`src/rtl/irq_ctrl_pkg.sv`:
```
package irq_ctrl_pkg;
  localparam int ADDR_W = 6;

  typedef enum logic [ADDR_W-1:0] {
    REG_STAT  = 6'h00,
    REG_SET   = 6'h04,
    REG_EN    = 6'h08,
    REG_CRIT  = 6'h0C,
    REG_POL   = 6'h10,
    REG_TRIG  = 6'h14,
    REG_MSTAT = 6'h18,
    REG_VEC   = 6'h1C,
    REG_VBASE = 6'h20
  } reg_off_e;
endpackage

```
`src/rtl/irq_detect.sv`:
```
module irq_detect #(
  parameter int N_SRC = 32
) (
  input  logic             clk_i,
  input  logic             rst_ni,
  input  logic [N_SRC-1:0] src_i,
  input  logic [N_SRC-1:0] pol_i,
  input  logic [N_SRC-1:0] trig_i,
  output logic [N_SRC-1:0] ev_o
);
  logic [N_SRC-1:0] meta_q, sync_q, prev_q;

  always_ff @(posedge clk_i or negedge rst_ni) begin
    if (!rst_ni) begin
      meta_q <= '0;
      sync_q <= '0;
      prev_q <= '0;
    end else begin
      meta_q <= src_i;
      sync_q <= meta_q;
      prev_q <= sync_q;
    end
  end

  for (genvar n = 0; n < N_SRC; n++) begin : g_src
    logic edge_hit, lvl_hit;
    assign edge_hit = pol_i[n] ? (sync_q[n] & ~prev_q[n]) : (~sync_q[n] & prev_q[n]);
    assign lvl_hit  = (sync_q[n] == pol_i[n]);
    assign ev_o[n]  = trig_i[n] ? edge_hit : lvl_hit;

    // an edge event never repeats on consecutive cycles under fixed config
    AST_EDGE_ONE_SHOT: assert property (@(posedge clk_i) disable iff (!rst_ni)
      (trig_i[n] && ev_o[n]) |=> !(ev_o[n] && trig_i[n] && $stable(pol_i[n])));
  end
endmodule

```
`src/rtl/irq_prio.sv`:
```
module irq_prio #(
  parameter int N_SRC = 32,
  localparam int IDX_W = $clog2(N_SRC)
) (
  input  logic [N_SRC-1:0] req_i,
  output logic             vld_o,
  output logic [IDX_W-1:0] idx_o
);
  always_comb begin
    idx_o = '0;
    for (int i = N_SRC - 1; i >= 0; i--) begin
      if (req_i[i]) idx_o = IDX_W'(i);
    end
  end

  assign vld_o = |req_i;

  always_comb begin
    if (vld_o) AST_PRIO_HIT: assert (req_i[idx_o]);
  end
endmodule

```
`src/rtl/irq_ctrl.sv`:
```
module irq_ctrl
  import irq_ctrl_pkg::*;
#(
  parameter int N_SRC = 32,
  localparam int DATA_W = N_SRC,
  localparam int IDX_W = $clog2(N_SRC)
) (
  input  logic              clk_i,
  input  logic              rst_ni,
  input  logic [N_SRC-1:0]  src_i,
  input  logic [ADDR_W-1:0] addr_i,
  input  logic              we_i,
  input  logic              re_i,
  input  logic [DATA_W-1:0] wdata_i,
  output logic [DATA_W-1:0] rdata_o,
  output logic              crit_irq_o,
  output logic              ncrit_irq_o
);
  // internal vectors are indexed by source number; bus bit = N-1-source
  function automatic logic [N_SRC-1:0] flip(input logic [N_SRC-1:0] v);
    for (int i = 0; i < N_SRC; i++) flip[i] = v[N_SRC-1-i];
  endfunction

  logic [N_SRC-1:0]  stat_q, en_q, crit_q, pol_q, trig_q;
  logic [DATA_W-1:0] vbase_q;
  logic [N_SRC-1:0]  ev_w, wmask, clr_mask, set_mask, mstat, crit_req;
  logic              vec_vld;
  logic [IDX_W-1:0]  vec_idx;

  assign wmask    = flip(wdata_i);
  assign clr_mask = (we_i && addr_i == REG_STAT) ? wmask : '0;
  assign set_mask = (we_i && addr_i == REG_SET)  ? wmask : '0;

  irq_detect #(.N_SRC(N_SRC)) u_detect (
    .clk_i  (clk_i),
    .rst_ni (rst_ni),
    .src_i  (src_i),
    .pol_i  (pol_q),
    .trig_i (trig_q),
    .ev_o   (ev_w)
  );

  always_ff @(posedge clk_i or negedge rst_ni) begin
    if (!rst_ni) begin
      stat_q  <= '0;
      en_q    <= '0;
      crit_q  <= '0;
      pol_q   <= '0;
      trig_q  <= '0;
      vbase_q <= '0;
    end else begin
      stat_q <= (stat_q & ~clr_mask) | set_mask | ev_w; // hw set wins
      if (we_i) begin
        case (addr_i)
          REG_EN:    en_q    <= wmask;
          REG_CRIT:  crit_q  <= wmask;
          REG_POL:   pol_q   <= wmask;
          REG_TRIG:  trig_q  <= wmask;
          REG_VBASE: vbase_q <= wdata_i;
          default: ;
        endcase
      end
    end
  end

  assign mstat    = stat_q & en_q;
  assign crit_req = mstat & crit_q;

  irq_prio #(.N_SRC(N_SRC)) u_prio (
    .req_i (crit_req),
    .vld_o (vec_vld),
    .idx_o (vec_idx)
  );

  assign crit_irq_o  = |crit_req;
  assign ncrit_irq_o = |(mstat & ~crit_q);

  always_comb begin
    rdata_o = '0;
    if (re_i) begin
      case (addr_i)
        REG_STAT, REG_SET: rdata_o = flip(stat_q);
        REG_EN:            rdata_o = flip(en_q);
        REG_CRIT:          rdata_o = flip(crit_q);
        REG_POL:           rdata_o = flip(pol_q);
        REG_TRIG:          rdata_o = flip(trig_q);
        REG_MSTAT:         rdata_o = flip(mstat);
        REG_VEC:           rdata_o = vec_vld ? vbase_q + DATA_W'(vec_idx) : '0;
        default:           rdata_o = '0;
      endcase
    end
  end

  AST_STICKY: assert property (@(posedge clk_i) disable iff (!rst_ni)
    !(we_i && addr_i == REG_STAT) |=> (($past(stat_q) & ~stat_q) == '0));
  AST_CLEAR: assert property (@(posedge clk_i) disable iff (!rst_ni)
    (we_i && addr_i == REG_STAT && ev_w == '0) |=> ((stat_q & $past(wmask)) == '0));
  AST_SET: assert property (@(posedge clk_i) disable iff (!rst_ni)
    (we_i && addr_i == REG_SET) |=> ((stat_q & $past(wmask)) == $past(wmask)));
  AST_NO_EN_NO_IRQ: assert property (@(posedge clk_i) disable iff (!rst_ni)
    (en_q == '0) |-> !(crit_irq_o || ncrit_irq_o));
endmodule

```
`config.mk`:
```
export PLATFORM = sky130hd
export DESIGN_NAME = irq_ctrl
export DESIGN_NICKNAME = d
export VERILOG_FILES = /design/src/rtl/irq_ctrl_pkg.sv /design/src/rtl/irq_detect.sv /design/src/rtl/irq_prio.sv /design/src/rtl/irq_ctrl.sv
export SDC_FILE = /design/constraint.sdc
export NUM_CORES = 1
export LEC_CHECK = 0
export BUFFER_PORTS_ARGS = -buffer_cell sky130_fd_sc_hd__buf_2
export CORE_MARGIN = 3
export CORE_UTILIZATION = 35
export CTS_CLUSTER_DIAMETER = 200
export DETAILED_ROUTE_END_ITERATION = 12
export PLACE_DENSITY_LB_ADDON = 0.12
export REMOVE_ABC_BUFFERS = 1
export SLEW_MARGIN = 25
export SYNTH_ARGS = -nofsm -noshare
export SYNTH_HDL_FRONTEND = slang
export SYNTH_HIERARCHICAL = 1
export SYNTH_SLANG_ARGS = --single-unit
```
`constraint.sdc`:
```
create_clock -name clk_i -period 4.35 [get_ports clk_i]
set_clock_uncertainty 0.2 [all_clocks]
set_input_delay 0 -clock clk_i [delete_from_list [all_inputs] [get_ports clk_i]]
set_output_delay 0 -clock clk_i [all_outputs]
set_load 0.02 [all_outputs]
```
==> results by stage <==
Outcome:
- The run finished with clean final reports.

Clocking:
- The H-tree was split into 2 levels.
- The cell sitting at the root of the clock tree is a sky130_fd_sc_hd__clkbuf_16.
- In this run the deepest clock path goes through 3 buffers.
- TritonCTS built the clock tree.
- The clock net in this run drives a total of 288 sinks.
- The clock edge transition at the registers on the reported setup and hold paths is 0.06 ns.
- The clock insertion delay at the later pin of the skew report is 0.53 ns.
- The number of CTS-inserted buffers is 35.

Synthesis:
- The synthesized design contains 288 register bits.
- Dividing the synthesized area by the synthesized cell count gives 11.50 sq um.
- In this run, synthesis inferred 0 flip-flops with an integrated enable.
- The most frequently used flop master after synthesis is sky130_fd_sc_hd__dfrtp_1.
- The netlist uses 59 different library cells.
- Of all flip-flops after synthesis, the portion carrying an async set or reset was 100.0%.
- The cell area after synthesis is 13770 sq um.
- The yosys synthesis warning count is 6.
- Sequential elements use 52.35% of the synthesized area.
- The instance count of the mapped netlist is 1197.

STA:
- Dividing the final minimum period by the clock period gives 99.33%.
- The setup TNS is 0 ns.
- Setup repair after global routing could not meet its margin everywhere.
- The minimum period implied by the final worst setup slack is 4.321 ns.
- The actual slew at the worst max-slew pin is 0.9952 ns.
- The setup slack after layout is 0.02935 ns.
- The maximum clock frequency is 231.4 MHz.
- The relative max-transition margin is 33.66%.
- Setup violations remaining at the end of the flow were counted as 0.
- Final hold analysis gives a worst-case slack of 0.1256 ns.
- The number of pins exceeding their max-slew limit in the final report was 0.
- The final hold violation count came to 0.

Place:
- The cell area after placement is 14920 sq um.
- Routability-driven placement finished with a final weighted congestion of 0.9086.
- The count of input and output buffers is 107.
- The placement-stage worst setup slack is 0.3419 ns.
- The number of placed instances, taps included, is 1779.
- The HPWL after detailed placement is 28580 um.

Detailed routing:
- The first-pass detailed-route iteration total is 8.
- The number of DRC violations after detailed-routing iteration 0 is 865.
- The vias per cell is 5.651.
- Dividing the detail-routed wire length by the instance count gives 22.78 um.
- The number of routed nets with antenna violations is 0.
- The routed layout has 11080 vias.
- The number of remaining DRC errors is 0.
- The final layout contains routed wiring with a total length of 44640 um.

Global route:
- The first-pass GRT wire length is 68200 um.
- The number of antenna violations at the first check in global routing is 0.
- The total overflow left after global routing is 0.
- The number of global-route vias before repair is 11030.
- Entering global routing, the biggest net connects 100 pins.
- The overall fraction of global-route tracks in use is 21.41%.

Final layout:
- The net count of the finished layout is 1499.
- The area of the multi-input gates is 6436 sq um.
- In the final layout, flip-flops and latches occupy 7207 sq um.
- The count of filler cells inserted in the layout is 3687.
- The antenna diode instance count is 0.
- The final core area utilization is 45.12%.
- The share of cells above drive strength 1 is 28.71%.
- The synthesis-to-layout area growth is 26.96%.
- After routing the design area is 17480 sq um.
- The count of non-filler cells in the finished layout is 1960.

Floorplan:
- The full die area is 41750 sq um.
- The die is 204.3 um tall.
- In this run the standard cell core region covers 38740 sq um.
- In this run the count of I/O pins placed on the die edge is 108.
- The floorplan has 72 rows.
- The initial standard-cell utilization of the core is 35.54%.
- The die outline width is 204.3 um.

Pwr:
- Of the total power, the clock network draws 41.1%.
- The power consumption is 7.155 mW.
- The largest vdd supply drop is 0.0002615 V.
- The share of total power in combinational logic is 14.4%.
- Sequential cells burn 44.5% of the power.
- The internal power is 5.233 mW.
- Net switching is 26.85% of the power.
- In this run the static leakage power is 7.703 nW.
- The net switching power figure is 1.921 mW.
- The total power density per cell area is 409.4 nW/um^2.

Setup path:
- For the worst setup path, the data arrival time is 4.12 ns.
- At the worst endpoint, the required time is 4.15 ns.
- Of all nets on the critical path, the largest fanout is 8.
- STA classifies the critical path startpoint as a flip-flop.
- The critical setup path kind is reg2out.
- The endpoint type of the worst setup path is an output port.
- Setup slack on the worst reg-to-reg path comes out at 2.79 ns.

Job:
- The total of max-cap violations is 0.

Hold path:
- The worst hold path belongs to the class in2reg.
final timing paths:
path	startpoint	endpoint	cells after the start
worst max-delay path	en_q[30]	rdata_o[30]	16
worst min register to register	u_detect/meta_q[19]	u_detect/sync_q[19]	0
worst min-delay path	addr_i[5]	vbase_q[0]	4
worst max register to register	pol_q[2]	pol_q[2]	2
min in group asynchronous	rst_ni	vbase_q[2]	4
max in group asynchronous	rst_ni	vbase_q[31]	4
cell type report:
| type | instances | share of cell area, % |
|---|---|---|
| clock inverter | 9 | 0.5942 |
| tap | 518 | 3.708 |
| multi-input combinational | 831 | 36.83 |
| inverter | 12 | 0.2577 |
| clock buffer | 51 | 5.999 |
| sequential | 288 | 41.24 |
| timing repair buffer | 251 | 11.38 |
logic make-up after synthesis:
group,count (synthesis),synth area share (%)
and+or+nand+nor,344,13.47
AOI/OAI and AO/OA,303,16.98
DFF,288,52.35
muxes,160,13.09
buffers and inverters,78,2.363
xor gates and xnor gates,18,1.145
adders and majority gates,6,0.5999
state kept, by name (all words and copies together), names as in the netlist:
register,count
u_detect/meta_q,32
crit_q,32
vbase_q,32
stat_q,32
trig_q,32
en_q,32
pol_q,32
u_detect/prev_q,32
u_detect/sync_q,32
cell usage in the layout (no fill, tap or decap), types with 31 or more instances in the layout:
| master | count |
|---|---|
| sky130_fd_sc_hd__nor2_1 | 55 |
| sky130_fd_sc_hd__nand2b_1 | 32 |
| sky130_fd_sc_hd__a311o_1 | 32 |
| sky130_fd_sc_hd__nand2_1 | 76 |
| sky130_fd_sc_hd__buf_4 | 41 |
| sky130_fd_sc_hd__clkbuf_16 | 37 |
| sky130_fd_sc_hd__mux2_2 | 158 |
| sky130_fd_sc_hd__a21boi_0 | 33 |
| sky130_fd_sc_hd__o22ai_1 | 31 |
| sky130_fd_sc_hd__dlygate4sd3_1 | 101 |
| sky130_fd_sc_hd__a21boi_1 | 32 |
| sky130_fd_sc_hd__buf_2 | 98 |
| sky130_fd_sc_hd__a22o_1 | 32 |
| sky130_fd_sc_hd__dfrtp_1 | 288 |
| sky130_fd_sc_hd__and3_1 | 70 |
| sky130_fd_sc_hd__o21ai_0 | 36 |
| sky130_fd_sc_hd__a222oi_1 | 31 |
critical path, stage by stage (launching register included):
cell and delay (ns):
sky130_fd_sc_hd__dfrtp_1 0.38, sky130_fd_sc_hd__and3_4 0.21, sky130_fd_sc_hd__nor3b_2 0.18, sky130_fd_sc_hd__nor3_1 0.08
sky130_fd_sc_hd__o31ai_1 0.23, sky130_fd_sc_hd__o2111ai_1 0.19, sky130_fd_sc_hd__a221oi_2 0.28, sky130_fd_sc_hd__ha_2 0.23
sky130_fd_sc_hd__inv_1 0.05, sky130_fd_sc_hd__fa_2 0.36, sky130_fd_sc_hd__nor2b_2 0.17, sky130_fd_sc_hd__o31a_1 0.17
sky130_fd_sc_hd__o21ai_1 0.07, sky130_fd_sc_hd__buf_4 0.19, sky130_fd_sc_hd__o311a_1 0.35, sky130_fd_sc_hd__a211o_1 0.31
sky130_fd_sc_hd__buf_6 0.14
cells in the mapped netlist (13+ instances only):
cell type	n	area, sq um
sky130_fd_sc_hd__a21boi_0	33	247.7
sky130_fd_sc_hd__a21boi_1	32	240.2
sky130_fd_sc_hd__a222oi_1	31	310.3
sky130_fd_sc_hd__a22o_1	32	280.3
sky130_fd_sc_hd__a311o_1	32	320.3
sky130_fd_sc_hd__a31oi_1	15	93.84
sky130_fd_sc_hd__and3_1	87	544.3
sky130_fd_sc_hd__buf_2	20	100.1
sky130_fd_sc_hd__clkbuf_1	39	146.4
sky130_fd_sc_hd__dfrtp_1	288	7207
sky130_fd_sc_hd__mux2_2	158	1779
sky130_fd_sc_hd__nand2_1	76	285.3
sky130_fd_sc_hd__nand2b_1	32	200.2
sky130_fd_sc_hd__nor2_1	55	206.5
sky130_fd_sc_hd__nor3_1	13	65.06
sky130_fd_sc_hd__nor4_1	27	168.9
sky130_fd_sc_hd__o21ai_0	38	190.2
sky130_fd_sc_hd__o22ai_1	32	200.2
routing by layer:
layer / vias up / track usage [%] / share of wire, %
li1: 5031 / - / -
met3: 55 / 3.520 / 5.2
met2: 293 / 33.44 / 45
met5: - / 0 / 0
met4: 0 / 6.414 / 2.2
met1: 5696 / 30.66 / 47
power by group through the flow:
| stage | sequential, mW | combinational (mW) | clock (mW) |
|---|---|---|---|
| finish | 3.18 | 1.03 | 2.94 |
| global route | 3.22 | 1.13 | 3.15 |
| CTS | 3.18 | 1.00 | 3.04 |
| detailed placement | 3.23 | 0.886 | 0 |
| global placement | 3.22 | 0.878 | 0 |
| floorplan | 3.14 | 0.570 | 0 |
repair_timing:
item | CTS | global route
buffers inserted | 13 | 6
gates resized for setup | 26 | 39
endpoints found under the setup margin | 19 | 23
hold buffers | 102 | 0
pin swaps | 6 | 5
endpoints found under the hold margin | 449 | 0
No activity file was read; power rests on OpenSTA's default activity.
